**src/rtl/gf_pkg.sv**
```systemverilog
// Package: shared parameters for the debouncer.
// Assumes: all users import the same default widths.
package gf_pkg;
    localparam int unsigned GF_CNT_W_DEF  = 8;
    localparam int unsigned GF_SYNC_DEF   = 2;
endpackage

```
**src/rtl/gf_sync.sv**
```systemverilog
// Module: gf_sync - a multi-flop synchronizer into the clk domain.
// Assumes: STAGES >= 2. The reset value is 0.
module gf_sync #(
    parameter int unsigned STAGES = 2
) (
    input  logic clk,
    input  logic rst_n,
    input  logic d_in,
    output logic d_out
);
    logic [STAGES-1:0] chain;

    // First stage captures the raw asynchronous input.
    always_ff @(posedge clk) begin
        if (!rst_n) chain[0] <= 1'b0;
        else        chain[0] <= d_in;
    end

    genvar gi;
    generate
        for (gi = 1; gi < STAGES; gi++) begin : g_stage
            // Each later stage re-registers the previous one.
            always_ff @(posedge clk) begin
                if (!rst_n) chain[gi] <= 1'b0;
                else        chain[gi] <= chain[gi-1];
            end
        end
    endgenerate

    assign d_out = chain[STAGES-1];
endmodule

```
**src/rtl/gf_qualifier.sv**
```systemverilog
// Module: gf_qualifier - holds the accepted level and counts the consecutive
// ticks on which the sample disagrees with it.
// Assumes: smp is already synchronous. A need value of 0 acts as 1.
module gf_qualifier #(
    parameter int unsigned CNT_W = 8
) (
    input  logic             clk,
    input  logic             rst_n,
    input  logic             tick,
    input  logic             en,
    input  logic             smp,
    input  logic [CNT_W-1:0] need,
    output logic             lvl,
    output logic [CNT_W-1:0] run_cnt
);
    logic [CNT_W:0] need_eff;
    logic [CNT_W:0] run_next;
    logic           reached;

    // Build the effective threshold and decide whether this tick finishes a run.
    always_comb begin
        need_eff = (need == '0) ? {{CNT_W{1'b0}}, 1'b1} : {1'b0, need};
        run_next = {1'b0, run_cnt} + {{CNT_W{1'b0}}, 1'b1};
        reached  = (run_next >= need_eff);
    end

    // Update the level and the run counter on ticks, or follow the input in bypass.
    always_ff @(posedge clk) begin
        if (!rst_n) begin
            lvl     <= 1'b0;
            run_cnt <= '0;
        end else if (!en) begin
            lvl     <= smp;
            run_cnt <= '0;
        end else if (tick) begin
            if (smp == lvl) begin
                run_cnt <= '0;
            end else if (reached) begin
                lvl     <= smp;
                run_cnt <= '0;
            end else begin
                run_cnt <= run_next[CNT_W-1:0];
            end
        end
    end
endmodule

```
**src/rtl/pin_glitch_filter.sv**
```systemverilog
// Module: pin_glitch_filter - top of the per-input debouncer.
// Assumes: tick is a one-cycle strobe in the clk domain, and hold_count and
// filt_en are quasi-static.
module pin_glitch_filter
    import gf_pkg::*;
#(
    parameter int unsigned CNT_W       = GF_CNT_W_DEF,
    parameter int unsigned SYNC_STAGES = GF_SYNC_DEF
) (
    input  logic             clk,
    input  logic             rst_n,
    input  logic             din_async,
    input  logic             tick,
    input  logic [CNT_W-1:0] hold_count,
    input  logic             filt_en,
    output logic             dout
);
    logic             sync_lvl;
    logic             filt_lvl;
    logic [CNT_W-1:0] run_cnt;

    gf_sync #(.STAGES(SYNC_STAGES)) u_sync (
        .clk   (clk),
        .rst_n (rst_n),
        .d_in  (din_async),
        .d_out (sync_lvl)
    );

    gf_qualifier #(.CNT_W(CNT_W)) u_qual (
        .clk     (clk),
        .rst_n   (rst_n),
        .tick    (tick),
        .en      (filt_en),
        .smp     (sync_lvl),
        .need    (hold_count),
        .lvl     (filt_lvl),
        .run_cnt (run_cnt)
    );

    // Choose between the filtered level and the plain synchronized level.
    always_comb begin
        dout = filt_en ? filt_lvl : sync_lvl;
    end
endmodule

```
**config.mk**
```make
export PLATFORM = sky130hd
export DESIGN_NAME = pin_glitch_filter
export DESIGN_NICKNAME = d
export VERILOG_FILES = /design/src/rtl/gf_pkg.sv /design/src/rtl/gf_sync.sv /design/src/rtl/gf_qualifier.sv /design/src/rtl/pin_glitch_filter.sv
export SDC_FILE = /design/constraint.sdc
export NUM_CORES = 1
export LEC_CHECK = 0
export ABC_AREA = 1
export CORE_MARGIN = 10
export CORE_UTILIZATION = 50
export DETAILED_ROUTE_END_ITERATION = 6
export PLACE_DENSITY = 0.78
export SYNTH_ARGS = -nofsm -noshare
export SYNTH_HDL_FRONTEND = slang
export SYNTH_SLANG_ARGS = --single-unit
```
**constraint.sdc**
```tcl
create_clock -name clk -period 2.54 [get_ports clk]
set_input_delay 0.762 -clock clk [delete_from_list [all_inputs] [get_ports clk]]
set_output_delay 0.762 -clock clk [all_outputs]
set_load 0.03 [all_outputs]
```
## After elaboration in Yosys (flattened, before gate mapping)

Index checks and enable logic that the tools add are counted.
W data, S select, Z words.

| storage, ports and cells | value |
|---|---|
| bits in registers | 11 |
| bits of input ports | 13 |
| output and inout bits | 1 |
| logic and storage cells | 21 |

| operators by class | value |
|---|---|
| add/sub/neg operators | 1 |
| $lt $le $gt $ge | 1 |
| equal/unequal tests | 4 |
| multiplexer cells | 8 |
| reductions and logical operators | 3 |

Operators with widths:

| kind | number |
|---|---|
| $mux W8 | 3 |
| $add A8 B1 Y9 const B | 1 |
| $ge A9 B9 Y1 | 1 |
| $logic_not A8 Y1 | 1 |
| $mux W1 | 5 |
| $ne A2 B2 Y1 const B | 2 |
| $reduce_and A3 Y1 | 1 |
| $ne A2 B1 Y1 const B | 1 |
| $reduce_and A2 Y1 | 1 |
| $eq A1 B1 Y1 | 1 |

## Logic depth before layout (Yosys ltp)

| depth | value |
|---|---|
| depth after elaboration | 7 |
| depth in mapped cells | 16 |
| mapped depth without buffers | 16 |

## Cells and area by module

From an unflattened synthesis, not the netlist that was laid out.

| unflattened totals | value |
|---|---|
| cell total of the unflattened synthesis | 111 |
| area total of the unflattened synthesis | 783.3 µm² |

By module, submodules not included:

| module | instances | cells an instance | area each (µm²) | sequential area each (µm²) |
|---|---|---|---|---|
| gf_qualifier | 1 | 101 | 713.2 | 180.2 |
| gf_sync | 1 | 6 | 55.1 | 40.0 |
| pin_glitch_filter | 1 | 4 | 15.0 | 0.0 |

## Worst setup path before layout

OpenSTA, ideal clock, no wires.

| timing path | value |
|---|---|
| kind | input -> register |
| from | in hold_count[1] |
| to | reg u_qual.run_cnt[7] |
| library setup time | 67 ps |
| arrival | 2,157 ps |
| data required time | 2,473 ps |
| path slack | 315 ps |
| cell stages on the path | 14 |
| path buffers | 0 |
| path through | nor4_1 -> a41o_1 -> ha_1 -> inv_1 -> nand2_1 -> nand3_1 -> nand3_1 -> nand2_1 -> nand2_1 -> nand2_1 -> nand2_2 -> nor2_4 -> nand2_1 -> a21oi_2 |

| between the ends | value |
|---|---|
| word-level cells in the longest chain between the ends | 5 |

RTL lines:

| element | line | source |
|---|---|---|
| start: declaration | pin_glitch_filter.sv:14 | `input logic [CNT_W-1:0] hold_count,` |
| $logic_not A8 Y1 | gf_qualifier.sv:22 | `need_eff = (need == '0) ? {{CNT_W{1'b0}}, 1'b1} : {1'b0, need};` |
| $mux W8 * | gf_qualifier.sv:22 |  |
| $ge A9 B9 Y1 * | gf_qualifier.sv:24 | `reached = (run_next >= need_eff);` |
| $mux W8 * | gf_qualifier.sv:38 | `end else if (reached) begin` |
| $mux W8 * | gf_qualifier.sv:36 | `if (smp == lvl) begin` |
| end signal: assignment | gf_qualifier.sv:42 | `run_cnt <= run_next[CNT_W-1:0];` |
| end: declaration | gf_qualifier.sv:14 | `output logic [CNT_W-1:0] run_cnt` |

Mark *: on every way between the ends. The rest lies on a longest branch, timed or not.
A chain may end at the register's enable or synchronous reset.

## Final worst setup path

| timing path | value |
|---|---|
| from | in filt_en |
| to | out dout |

| between the ends | value |
|---|---|
| word-level cells in the longest chain between the ends | 1 |

RTL lines:

| element | line | source |
|---|---|---|
| start: declaration | pin_glitch_filter.sv:15 | `input logic filt_en,` |
| $mux W1 | pin_glitch_filter.sv:42 | `dout = filt_en ? filt_lvl : sync_lvl;` |
| end: declaration | pin_glitch_filter.sv:16 | `output logic dout` |

Every way passes these cells.

==> flow_summary.toml <==
[setup_path]
critPathArrivalTime_ns = 1.67
cp-start-kind = "primary input"
reg2reg_from = "u_qual.run_cnt[0]"
crit_required_ns = 1.78
worst-r2r-setup-slack_ns = 0.21
reg2reg_depth = 15
worstPathCellList = "clkdlybuf4s50_1 > nor2_1 > a21oi_1 > buf_4"
critPathCaptureType = "primary output"
crit_type = "primary input to primary output"
crit_path_max_fanout = 5
crit_buf_inv = 2
cpLargestDelayFamily = "buffers and inverters"
max_stage_delay_ns = 0.54
critPathSlowestCell = "clkdlybuf4s50_1"
worstReg2RegEnd = "u_qual.run_cnt[7]"

[route]
drt-initial-drc-count = 7
drc_errors = 0
vias = 722
detail_route.vias_per_cell = 4.91
wl_mm = 1.69
wl_per_cell_um = 11.5
drtPass1Iterations = 4
postRouteAntennaNets = 0

[pwr]
powerDensity_nw_per_um2 = 340
switching_share_pct = 24.0
pwr-share-seq_pct = 50.6
power_switching_w = 0.0000845
power_leakage_nw = 0.554
clockPowerShare_pct = 32.2
combPwrFrac_pct = 17.2
ir_worst_vdd_uv = 257
intPower_w = 0.000267

[final_layout]
fillers = 126
final_area_sq_um = 1030
register_area_sq_um = 220
final_cell_mix = "nand2_1, inv_1, dfxtp_1"
multi_input_area_sq_um = 518
layout.cells.most_common = "nand2_1"
final_nets = 154
drive_above_1_share_pct = 24.4
n_antenna_cell = 0
syn_to_final_growth_pct = 32.2

[synthesis]
synth_top_area_share_pct = 28.2
synth_cells = 109
netlist_area_sq_um = 781
postSynthAreaPerCell_sq_um = 7.16
yosysUniqueCellTypes = 21
synthesis.nets = 131
synthTopCellsByArea = "dfxtp_1, nand2_1, ha_1"
ys_ff_latch = 11
yosysTopAreaCell = "dfxtp_1"
ys_seq_area_share_pct = 28.2
ys_warn_count = 0

[cts]
worstSkewPairLatency_ns = 0.26
cts_htree_levels = 1
hold_buffers = 0
numCtsBuffers = 3
clock-root-buffer = "clkbuf_4"
cts_sinks = 11
cts.clk_slew.worst_paths_ns = 0.06
cts_max_path_buffers = 2
cts_tree = "built"

[grt]
antenna_found_initial = 0
grt_max_degree = 9
grt_pass1_vias = 689
grt_overflow = 0
grt_pass1_wl_mm = 2.79
grt_use_total_pct = 9.97

[die]
die-area_sq_um = 3540
rows = 14
core_sq_um = 1490
start_util_pct = 52.4
die_x_um = 59.5
die_y_um = 59.5
io_pins = 14

[sta]
whs_ns = 0.427
hold_viol_final = 0
max_freq_mhz = 411
skew_ns = 0.000440
min_period_over_period_pct = 95.8
worstMarginPinSlew_ns = 0.334
slew_headroom_pct = 77.7
setup_viol = 0
drv_slew = 0
min_period_ns = 2.43

[placement]
port_buffers = 13
gp_congestion = 0.775
place_area_sq_um = 951
place_hpwl_mm = 1.35

[job]
drv_cap = 0

[hold_path]
whs_path_depth = 2
min_path_type = "register to register"
worstHoldStart = "u_sync.chain[0]"
holdPathEnd = "u_sync.d_out"

[outcome]
status = "finished, final reports clean"
-- layout make-up --
cell class / count / area share (%)
Clock buffer: 4 / 2.55
Inverter: 20 / 7.27
Multi-Input combinational cell: 78 / 50.2
Sequential cell: 11 / 21.3
Tap cell: 16 / 1.94
Timing Repair Buffer: 18 / 16.7
-- state kept, by name (all words and copies together) (netlist names) --
name,flops
u_qual.lvl,1
u_sync.chain,1
u_qual.run_cnt,8
u_sync.d_out,1
-- synth_stat cells, drive strengths merged --
master	n
nor4	1
nand4	1
ha	9
dfxtp	11
nand3	5
a31oi	1
xor2	4
a21oi	12
inv	20
o21a	1
nand2	34
a41o	1
nor2	7
xnor2	2
-- worst max-delay path by stage --
stage / start / to / slack, ns / depth (start not counted)
floorplan: hold_count[1] / u_qual.run_cnt[7] / 0.32 / 14
global placement: hold_count[1] / u_qual.run_cnt[6] / -0.28 / 15
detailed placement: hold_count[1] / u_qual.run_cnt[6] / -0.38 / 15
CTS: hold_count[1] / u_qual.run_cnt[6] / 0.02 / 15
global route: u_qual.run_cnt[0] / u_qual.run_cnt[4] / -0.02 / 13
finish: filt_en / dout / 0.11 / 4
-- metal layers --
metal  global-route usage (%)  up-vias  share of wire, %
li1                         -      391                 -
met1                     10.3      312                42
met2                     16.9       15                49
met3                     2.79        4               6.5
met4                     6.73        0               2.1
met5                        0        -                 0
-- stage by stage --
stage / util (%) / instances / setup WS (ns) / TNS (ns) / total power, W
3_5_place_dp: 63.9 / 141 / -0.379 / -3.08 / 0.000240
2_1_floorplan: - / 109 / 0.315 / 0 / 0.000208
3_3_place_gp: 63.9 / 141 / -0.277 / -2.27 / 0.000238
4_1_cts: 65.8 / 145 / 0.0203 / 0 / 0.000355
5_1_grt: 69.3 / 147 / -0.0190 / -0.0502 / 0.000376
6_report: 69.3 / 147 / 0.107 / 0 / 0.000351
-- tightest hold or removal path: stages, from the launching register on --
cell and delay (ns):
dfxtp_1 0.30, nand2_1 0.05, inv_1 0.03
-- power by group through the flow --
stage	logic [W]	clock network (W)	registers, W
global route	0.0000674	0.000130	0.000178
detailed placement	0.0000587	0	0.000182
floorplan	0.0000269	0	0.000181
finish	0.0000605	0.000113	0.000178
CTS	0.0000581	0.000120	0.000178
global placement	0.0000568	0	0.000181
-- cell families after synthesis --
| family | Yosys count | share of synthesized area (%) |
|---|---|---|
| AO/OA/AOI/OAI | 15 | 11.2 |
| XOR/XNOR | 6 | 7.69 |
| adder cells (fa/ha/maj) | 9 | 14.4 |
| buffers and inverters | 20 | 9.62 |
| flip-flops | 11 | 28.2 |
| AND/OR/NAND/NOR | 48 | 28.8 |
-- repair_timing --
| item | in CTS | in global routing |
|---|---|---|
| gates resized for setup | 4 | 18 |
| pin swaps | 4 | 8 |
| buffers inserted | 0 | 2 |
| gates cloned | 0 | 0 |
| endpoints found under the setup margin | 9 | 7 |
Power figures use the tool's default switching activity.
